### src/rtl/umon_pkg.sv
package umon_pkg;

  localparam int IDX_W = 6;

  typedef enum logic [1:0] {
    PAT_ZEROS     = 2'd0,
    PAT_ONES      = 2'd1,
    PAT_CHECK     = 2'd2,
    PAT_CHECK_INV = 2'd3
  } pattern_e;

  typedef struct packed {
    pattern_e pat;
    logic     phase;
    logic     compareEn;
    logic     clearCnt;
  } ctrlStrobes_t;

  function automatic logic patBit(pattern_e p, logic ph, logic chOdd);
    case (p)
      PAT_ZEROS:     patBit = 1'b0;
      PAT_ONES:      patBit = 1'b1;
      PAT_CHECK:     patBit = chOdd ^ ph;
      default:       patBit = ~(chOdd ^ ph);
    endcase
  endfunction

endpackage

### src/rtl/umon_ctrl.sv
module umon_ctrl
  import umon_pkg::*;
#(
  parameter int LATENCY = 86
) (
  input  logic         clk,
  input  logic         rstN,
  input  logic         start,
  input  logic [1:0]   patSel,
  input  logic         cntClear,
  output ctrlStrobes_t strobes
);

  localparam int SETTLE_W = $clog2(LATENCY + 1);

  pattern_e              patReg;
  logic                  phase;
  logic                  armed;
  logic [SETTLE_W-1:0]   settle;
  pattern_e              patNext;

  assign patNext = pattern_e'(patSel);

  always_ff @(posedge clk) begin
    if (!rstN) begin
      patReg <= PAT_ZEROS;
      phase  <= 1'b0;
      armed  <= 1'b0;
      settle <= '0;
    end else begin
      patReg <= patNext;
      phase  <= start ? 1'b0 : ~phase;
      if (start) armed <= 1'b1;
      if (start || (patNext != patReg)) begin
        settle <= SETTLE_W'(LATENCY);
      end else if (settle != '0) begin
        settle <= settle - 1'b1;
      end
    end
  end

  always_comb begin
    strobes.pat       = patReg;
    strobes.phase     = phase;
    strobes.compareEn = armed && (settle == '0);
    strobes.clearCnt  = cntClear;
  end

endmodule

### src/rtl/umon_datapath.sv
module umon_datapath
  import umon_pkg::*;
#(
  parameter int NUM_CH    = 28,
  parameter int NUM_BANKS = 2,
  parameter int LATENCY   = 86,
  parameter int CNT_W     = 16,
  parameter logic [NUM_CH*8-1:0] BANK_MAP = '0
) (
  input  logic               clk,
  input  logic               rstN,
  input  ctrlStrobes_t       strobes,
  input  logic [NUM_CH-1:0]  retIn,
  input  logic [IDX_W-1:0]   rdIdx,
  output logic [NUM_CH-1:0]  stimOut,
  output logic [CNT_W-1:0]   rdData
);

  localparam int   NUM_CNT   = 2 + NUM_BANKS + NUM_CH;
  localparam int   IDX_ISO   = 0;
  localparam int   IDX_MULTI = 1;
  localparam int   IDX_BANK0 = 2;
  localparam int   IDX_CH0   = 2 + NUM_BANKS;
  localparam logic LAT_ODD   = 1'(LATENCY % 2);
  localparam logic [CNT_W-1:0] CNT_MAX = {CNT_W{1'b1}};

  logic [NUM_CH-1:0]    expBits;
  logic [NUM_CH-1:0]    mismatch;
  logic [NUM_CH-1:0]    bankMember [NUM_BANKS];
  logic [NUM_BANKS-1:0] bankHit;
  logic                 anyBank;
  int                   hitCount;
  logic                 isoEvt;
  logic                 multiEvt;
  logic [NUM_CNT-1:0]   incr;
  logic [CNT_W-1:0]     cnt [NUM_CNT];

  // stimulus and expected value per channel
  for (genvar c = 0; c < NUM_CH; c++) begin : g_chan
    localparam logic CH_ODD = 1'(c % 2);
    assign stimOut[c] = patBit(strobes.pat, strobes.phase, CH_ODD);
    assign expBits[c] = patBit(strobes.pat, strobes.phase ^ LAT_ODD, CH_ODD);
  end

  assign mismatch = strobes.compareEn ? (retIn ^ expBits) : '0;

  // bank membership from the parameter map
  for (genvar b = 0; b < NUM_BANKS; b++) begin : g_bank
    always_comb begin
      for (int c = 0; c < NUM_CH; c++) begin
        bankMember[b][c] = (BANK_MAP[8*c +: 8] == 8'(b));
      end
    end
    assign bankHit[b] = (|bankMember[b]) &&
                        ((mismatch & bankMember[b]) == bankMember[b]);
  end

  assign anyBank  = |bankHit;
  assign hitCount = $countones(mismatch);
  assign isoEvt   = !anyBank && (hitCount == 1);
  assign multiEvt = !anyBank && (hitCount > 1);

  always_comb begin
    incr            = '0;
    incr[IDX_ISO]   = isoEvt;
    incr[IDX_MULTI] = multiEvt;
    for (int b = 0; b < NUM_BANKS; b++) incr[IDX_BANK0 + b] = bankHit[b];
    for (int c = 0; c < NUM_CH; c++)    incr[IDX_CH0 + c]   = mismatch[c];
  end

  always_ff @(posedge clk) begin
    if (!rstN) begin
      for (int i = 0; i < NUM_CNT; i++) cnt[i] <= '0;
    end else begin
      for (int i = 0; i < NUM_CNT; i++) begin
        if (strobes.clearCnt) begin
          cnt[i] <= '0;
        end else if (incr[i] && (cnt[i] != CNT_MAX)) begin
          cnt[i] <= cnt[i] + 1'b1;
        end
      end
    end
  end

  always_comb begin
    rdData = '0;
    for (int i = 0; i < NUM_CNT; i++) begin
      if (rdIdx == IDX_W'(i)) rdData = cnt[i];
    end
  end

endmodule

### src/rtl/upset_monitor.sv
module upset_monitor
  import umon_pkg::*;
#(
  parameter int NUM_CH    = 28,
  parameter int NUM_BANKS = 2,
  parameter int LATENCY   = 86,
  parameter int CNT_W     = 16,
  parameter logic [NUM_CH*8-1:0] BANK_MAP =
    {{(NUM_CH - NUM_CH/2){8'd1}}, {(NUM_CH/2){8'd0}}}
) (
  input  logic               clk,
  input  logic               rstN,
  input  logic               start,
  input  logic [1:0]         patSel,
  input  logic               cntClear,
  output logic [NUM_CH-1:0]  stimOut,
  input  logic [NUM_CH-1:0]  retIn,
  input  logic [5:0]         rdIdx,
  output logic [CNT_W-1:0]   rdData
);

  ctrlStrobes_t strobes;

  umon_ctrl #(.LATENCY(LATENCY)) i_ctrl (
    .clk      (clk),
    .rstN     (rstN),
    .start    (start),
    .patSel   (patSel),
    .cntClear (cntClear),
    .strobes  (strobes)
  );

  umon_datapath #(
    .NUM_CH    (NUM_CH),
    .NUM_BANKS (NUM_BANKS),
    .LATENCY   (LATENCY),
    .CNT_W     (CNT_W),
    .BANK_MAP  (BANK_MAP)
  ) i_datapath (
    .clk     (clk),
    .rstN    (rstN),
    .strobes (strobes),
    .retIn   (retIn),
    .rdIdx   (rdIdx),
    .stimOut (stimOut),
    .rdData  (rdData)
  );

endmodule

### config.mk
export PLATFORM = sky130hd
export DESIGN_NAME = upset_monitor
export DESIGN_NICKNAME = d
export VERILOG_FILES = /design/src/rtl/umon_pkg.sv /design/src/rtl/umon_ctrl.sv /design/src/rtl/umon_datapath.sv /design/src/rtl/upset_monitor.sv
export SDC_FILE = /design/constraint.sdc
export NUM_CORES = 1
export LEC_CHECK = 0
export BUFFER_PORTS_ARGS = -buffer_cell sky130_fd_sc_hd__buf_2
export CORE_MARGIN = 2
export CORE_UTILIZATION = 43
export CTS_BUF_LIST = sky130_fd_sc_hd__clkbuf_4
export DETAILED_ROUTE_END_ITERATION = 12
export HOLD_SLACK_MARGIN = 0.03
export PLACE_DENSITY = 0.57
export SLEW_MARGIN = 20
export SYNTH_ARGS = -nofsm -noshare
export SYNTH_HDL_FRONTEND = slang
export SYNTH_SLANG_ARGS = --single-unit
### constraint.sdc
create_clock -name clk -period 6.9 [get_ports clk]
set_clock_uncertainty 0.05 [all_clocks]
set_input_delay 1.035 -clock clk [delete_from_list [all_inputs] [get_ports clk]]
set_output_delay 1.035 -clock clk [all_outputs]
set_load 0.02 [all_outputs]
==> flow_summary.toml, run 1 <==
[outcome]
status = "finished, final reports clean"

[worst_setup_path]
rr_worst_depth = 21
critPathKind = "flip-flop to flip-flop"
timing.rr.start = "i_ctrl.patReg[0]"
cp-start-kind = "flip-flop"
endpoint_kind = "flip-flop"
crit_start = "i_ctrl.patReg[0]"
arrival_ns = 7.10
worstPathRequired_ns = 7.52
path_cells = "xor2_2 -> buf_4 -> xor2_1 -> buf_4 -> nor2_1 -> ha_1 -> fa_1 -> fa_1 -> fa_1 -> fa_1 -> inv_1 -> fa_1 -> inv_1 -> ha_1 -> a21oi_1 -> nor2_1 -> mux2i_1 -> or4b_1 -> a41o_1 -> nand2_1 -> buf_12"
worst_path_most_repeated_cell = "fa_1"
r2r_slack_ns = 0.41
rr_endpoint = "i_datapath.cnt[0][3]"
max_stage_delay_ns = 0.59
crit_path_max_fanout = 16
cpMaxStageDelayCell = "fa_1"
crit_path_end = "i_datapath.cnt[0][3]"

[run]
max-cap-violations = 0

[sta]
drv_slew = 0
fin_ws_ns = 0.415
rsz0062_at_grt = "false"
post-route-period-util = 0.940
whs_ns = 0.261
fmax_mhz = 154
slew_headroom = 0.284
hold_viol_final = 0
tns_ns = 0
worst_slew_pin_slew_ns = 1.05
post-route-min-period_ns = 6.49
setup_viol = 0

[detailed_routing]
wl_per_cell_um = 22.8
drtIter0Drc = 3567
ant_nets = 0
route.detailed.drc = 0
first_pass_iters = 8
drt_wl_total_mm = 110
vias = 28200
viasPerCell = 5.84

[grt]
antenna_found_initial = 3
overflow = 0
grt_pass1_vias = 26000
grt_use_total = 0.268
grt_pass1_wl_mm = 165
grt_max_degree = 88

[layout]
nets = 3778
ff_latch_area_sq_mm = 0.0156
area_growth_syn_to_layout_pct = 10.1
fillCellCount = 7538
multi_input_area_sq_mm = 0.0170
final_area_sq_mm = 0.0376
drive_gt1_frac = 0.140

[clock_tree]
postCtsSetupRepairBufs = 0
ctsResizeCount = 0
cts.root.buffer_cell = "clkbuf_4"
cts_htree_levels = 4
clk_latency_ns = 1.00
cts_tree = "yes"
cts.clk_slew.worst_paths_ns = 0.05
clk_path_buf_depth = 3
cts.sinks = 523
cts_hold_buf = 0
cts_made_buffers = 153

[min_path]
worstHoldPathType = "primary input to flip-flop"
min_from = "start"

[die]
die_x_um = 286
initial_core_util = 0.433
core_region_area_sq_mm = 0.0787
io_pins = 84
die_y_um = 286
num_rows = 103
die_area_sq_mm = 0.0816

[synthesis]
yosysWarnings = 0
synth_top_cell_area_share = 0.451
synth_edf_count = 512
syn-mean-instance-area_sq_um = 9.62
synth-seq-cells = 523
synth.largest_area_cell = "edfxtp_1"
synth_fp_nets = 3668
syn-instance-count = 3549
synth_area_sq_mm = 0.0341
async_flop_share = 0
ys.flop_type = "edfxtp_1"
ys_seq_area_frac = 0.457
ys_types = 90
yosysMostFrequentCell = "nor2_1"
ys_top_cells_by_area = "edfxtp_1 45%, nor2_1 8.1%, xor2_1 7.6%"
synth.top_cells.by_count = "733 x nor2_1, 512 x edfxtp_1, 298 x xor2_1"

[power_and_ir_drop]
internal_power_mw = 5.62
seqPwrFrac = 0.494
ir_drop_v = 0.000124
p_leak_nw = 13.5
switching_power_mw = 2.19
power_switching_share = 0.281
pwr-share-comb = 0.108
clkPwrFrac = 0.399
power.density_mw_per_mm2 = 208

[placement]
pre_cts_slack_ns = 0.226
port_buffers = 83
gp_congestion = 1.00
dpl_cell_area_sq_mm = 0.0356
post-dp-hpwl_mm = 79.7
area by class of cell:
cell class | instances | share of cell area
diodes | 2 | 0.000133
repair buffers | 173 | 0.0315
flip-flops and latches | 523 | 0.415
clock inverters | 44 | 0.00829
well taps | 1050 | 0.0350
clock buffers | 227 | 0.0453
inverters | 116 | 0.0116
multi-input cells | 2692 | 0.453
placed cells by master, fill, tap and decap left out, types with 21 or more instances in the layout:
| master | n |
|---|---|
| buf_4 | 84 |
| nor2_1 | 733 |
| edfxtp_1 | 512 |
| a21oi_1 | 117 |
| clkinv_1 | 32 |
| nand4_1 | 75 |
| nand2_1 | 253 |
| mux2_2 | 36 |
| fa_1 | 22 |
| or2_2 | 22 |
| and3_1 | 118 |
| xor2_1 | 298 |
| xnor2_1 | 183 |
| ha_1 | 57 |
| inv_1 | 114 |
| clkbuf_4 | 227 |
| buf_2 | 81 |
| o21ai_0 | 86 |
| o221ai_1 | 21 |
| nor3_1 | 38 |
| a211oi_1 | 22 |
| nand3_1 | 200 |
| mux2i_1 | 58 |
| o22ai_1 | 36 |
worst max-delay path, delay by kind of cell, from the launching register on:
kind | cells | cell delay (ns)
AO/OA/AOI/OAI | 2 | 0.44
AND/OR/NAND/NOR | 4 | 0.80
flip-flops | 1 | 0.45
XOR/XNOR | 2 | 0.37
multiplexers | 1 | 0.12
adder cells (fa/ha/maj) | 7 | 3.17
buffers and inverters | 5 | 0.78
metrics by stage:
step,std cells,power (mW),util
floorplan,3549,4.35,-
global placement,4554,4.73,0.452
detailed placement,4554,4.73,0.452
CTS,4825,7.86,0.477
global route,4827,8.12,0.477
finish,4827,7.81,0.477
cells by family (layout without fill, tap and decap cells):
kind of cell	Yosys count	in the layout	synth area share
XOR/XNOR	483	483	0.124
buffers and inverters	334	560	0.0462
AO/OA/AOI/OAI	463	463	0.0880
adder cells (fa/ha/maj)	79	79	0.0338
flip-flops	523	523	0.457
multiplexers	114	114	0.0421
other	0	2	0
AND/OR/NAND/NOR	1553	1553	0.208
flip-flops by register name (all words and copies together) (netlist names):
register,flops
i_ctrl.patReg,2
i_ctrl.settle,7
i_datapath.cnt,512
i_ctrl.armed,1
i_ctrl.phase,1
power groups by stage:
stage | clock (mW) | combinational [mW] | sequential, mW
after global routing | 3.36 | 0.890 | 3.87
after CTS | 3.19 | 0.824 | 3.85
after detailed placement | 0 | 0.819 | 3.91
final | 3.11 | 0.841 | 3.85
after global placement | 0 | 0.820 | 3.91
after floorplan | 0 | 0.524 | 3.83
worst min path at each step:
stage                     slack [ns]            to  cells after the start
final                           0.26  i_ctrl.phase                      2
after detailed placement        0.39  i_ctrl.phase                      1
after CTS                       0.15  i_ctrl.phase                      2
after global routing            0.22  i_ctrl.phase                      2
after global placement          0.38  i_ctrl.phase                      1
after floorplan                 0.36  i_ctrl.phase                      1
metal layers:
layer,global-route usage,vias to the layer above,share of wire
met5,0.00116,-,0
met4,0.104,0,0.035
met3,0.0635,213,0.10
met2,0.371,1399,0.41
met1,0.400,13700,0.45
li1,-,12900,-
(Power assumes the default switching activity.)
==> run 2, diff against run 1 <==
--- a/config.mk
+++ b/config.mk
@@ -5,6 +5,7 @@
 export SDC_FILE = /design/constraint.sdc
 export NUM_CORES = 1
 export LEC_CHECK = 0
+export ABC_AREA = 1
 export BUFFER_PORTS_ARGS = -buffer_cell sky130_fd_sc_hd__buf_2
 export CORE_MARGIN = 2
 export CORE_UTILIZATION = 43
==> flow_summary.toml, run 2 <==
[outcome]
status = "finished, final reports clean"

[worst_setup_path]
max_stage_delay_ns = 0.52
rr_endpoint = "i_datapath.cnt[0][3]"
r2r_slack_ns = 0.38
worstPathRequired_ns = 7.70
cpMaxStageDelayCell = "fa_1"
endpoint_kind = "flip-flop"
rr_worst_depth = 29
cp-start-kind = "flip-flop"
worst_path_most_repeated_cell = "inv_1"
crit_path_max_fanout = 13
critPathKind = "flip-flop to flip-flop"
arrival_ns = 7.32
timing.rr.start = "i_ctrl.settle[0]"
path_buf_inv = 11
cp_top_family = "adder cells"

[placement]
port_buffers = 83
pre_cts_slack_ns = -0.0176
gp_congestion = 0.897
dpl_cell_area_sq_mm = 0.0346
post-dp-hpwl_mm = 69.9

[synthesis]
synth_area_sq_mm = 0.0332
async_flop_share = 0
synth-seq-cells = 523
ys_top_cells_by_area = "edfxtp_1 46%, nand2_1 10%, nor2_1 7.1%"
muxShareOfSynthArea = 0
synth_top_cell_area_share = 0.463
syn-instance-count = 4098
synth_compound_area_frac = 0.0545
yosysMostFrequentCell = "nand2_1"
ys_types = 51
synth_fp_nets = 4217
synth_simple_gate_area_frac = 0.305
synth.top_cells.by_count = "919 x nand2_1, 628 x nor2_1, 576 x inv_1"
synth_xor_area_frac = 0.0499
syn-mean-instance-area_sq_um = 8.10
synth_edf_count = 512
ys_seq_area_frac = 0.470
synth_fa_ha_area_frac = 0.0348
synth_top_family_by_area = "simple AND/OR/NAND/NOR gates"
yosysWarnings = 0
ys.flop_type = "edfxtp_1"
synth.largest_area_cell = "edfxtp_1"

[layout]
final_core_util = 0.481
final_area_sq_mm = 0.0367
final_common_cell = "nand2_1"
nets = 4388
top_register = "i_datapath.cnt"
largest_reg_flops = 512
area_growth_syn_to_layout_pct = 10.6
top_regs = "i_datapath.cnt: 512 flops, i_ctrl.settle: 7 flops, i_ctrl.patReg: 2 flops"
drive_gt1_frac = 0.108
final_cell_mix = "918 x nand2_1, 624 x nor2_1, 575 x inv_1"

[clock_tree]
postCtsSetupRepairBufs = 0
cts_hold_buf = 0
cts.clk_slew.worst_paths_ns = 0.06
cts.sinks = 523
clk_path_buf_depth = 3
cts.root.buffer_cell = "clkbuf_4"
cts_made_buffers = 154
cts_htree_levels = 4
ctsResizeCount = 0
clk_latency_ns = 1.07
cts_tree = "yes"

[detailed_routing]
ant_nets = 0
first_pass_iters = 5
wl_per_cell_um = 17.3
drt_wl_total_mm = 93.7
vias = 27900
route.detailed.drc = 0
viasPerCell = 5.15
drtIter0Drc = 2365

[power_and_ir_drop]
seqPwrFrac = 0.509
pwr-share-comb = 0.075
internal_power_mw = 5.41
clkPwrFrac = 0.416
switching_power_mw = 2.06
ir_drop_v = 0.000115
p_leak_nw = 13.9
power_switching_share = 0.275
power.density_mw_per_mm2 = 204

[sta]
drv_slew = 0
whs_ns = 0.286
post-route-min-period_ns = 6.52
slew_headroom = 0.310
worst_slew_pin_slew_ns = 1.03
fin_ws_ns = 0.382
fmax_mhz = 153
post-route-period-util = 0.945
hold_viol_final = 0
setup_viol = 0

[min_path]
min_from = "start"
whs_path_depth = 2
hold_end = "i_ctrl.phase"
worstHoldPathType = "primary input to flip-flop"

[die]
num_rows = 101
die_area_sq_mm = 0.0794
die_y_um = 282
die_x_um = 282
core_region_area_sq_mm = 0.0762
io_pins = 84
initial_core_util = 0.435

[grt]
grt_use_total = 0.238
grt_max_degree = 31
grt_pass1_vias = 26800
grt_pass1_wl_mm = 146
overflow = 0
antenna_found_initial = 5

[run]
max-cap-violations = 0
run 2: cell count changes after synthesis, sizes merged, moves of 41 or more:
cell	delta
and3	-116
nand2	+671
nor2	-89
xor2	-152
nor3	+156
inv	+471
mux2i	-58
buf	-62
clkbuf	-41
nand4	+66
a21oi	+77
xnor2	-142
nor3b	+103
run 2: metrics by stage:
step / setup TNS, ns / cells / power, mW
finish: 0 / 5421 / 7.47
global route: -0.00282 / 5417 / 7.79
detailed placement: -0.0264 / 5143 / 4.42
floorplan: 0 / 4098 / 4.19
CTS: 0 / 5411 / 7.53
global placement: 0 / 5143 / 4.42
run 2: worst max-delay path by stage:
stage,start,endpoint,depth (start not counted)
detailed placement,retIn[8],i_datapath.cnt[0][4],23
CTS,i_ctrl.settle[0],i_datapath.cnt[0][3],29
global route,i_ctrl.settle[0],i_datapath.cnt[0][3],31
floorplan,i_ctrl.settle[0],i_datapath.cnt[0][0],30
global placement,retIn[8],i_datapath.cnt[0][8],23
finish,i_ctrl.settle[0],i_datapath.cnt[0][3],29
run 2: final cells by class:
cell class,count,area (sq um)
Antenna cell,10,25.0
Clock buffer,217,1630
Clock inverter,51,352
Fill cell,7657,39500
Inverter,587,2210
Multi-Input combinational cell,2873,14800
Sequential cell,523,15600
Tap cell,1030,1290
Timing Repair Buffer,130,793
run 2: layer usage:
| metal | routed length, um | part of all wire | up-vias | global-route usage |
|---|---|---|---|---|
| met5 | 0 | 0 | - | 0 |
| met2 | 41600 | 0.44 | 765 | 0.366 |
| met4 | 2720 | 0.029 | 0 | 0.0889 |
| met1 | 43400 | 0.46 | 13000 | 0.334 |
| li1 | - | - | 14000 | - |
| met3 | 5940 | 0.063 | 171 | 0.0438 |
run 2: cells by family after synthesis:
kind of cell | Yosys count
simple gates | 2274
buf+inv | 702
flops | 523
compound gates | 331
xor+xnor | 189
fa+ha+maj | 79
run 2: power by group through the flow:
stage	Combinational [mW]	Sequential, mW	Clock, mW
6_report	0.560	3.80	3.10
5_1_grt	0.624	3.82	3.34
4_1_cts	0.561	3.80	3.17
3_5_place_dp	0.558	3.87	0
3_3_place_gp	0.557	3.86	0
2_1_floorplan	0.381	3.81	0
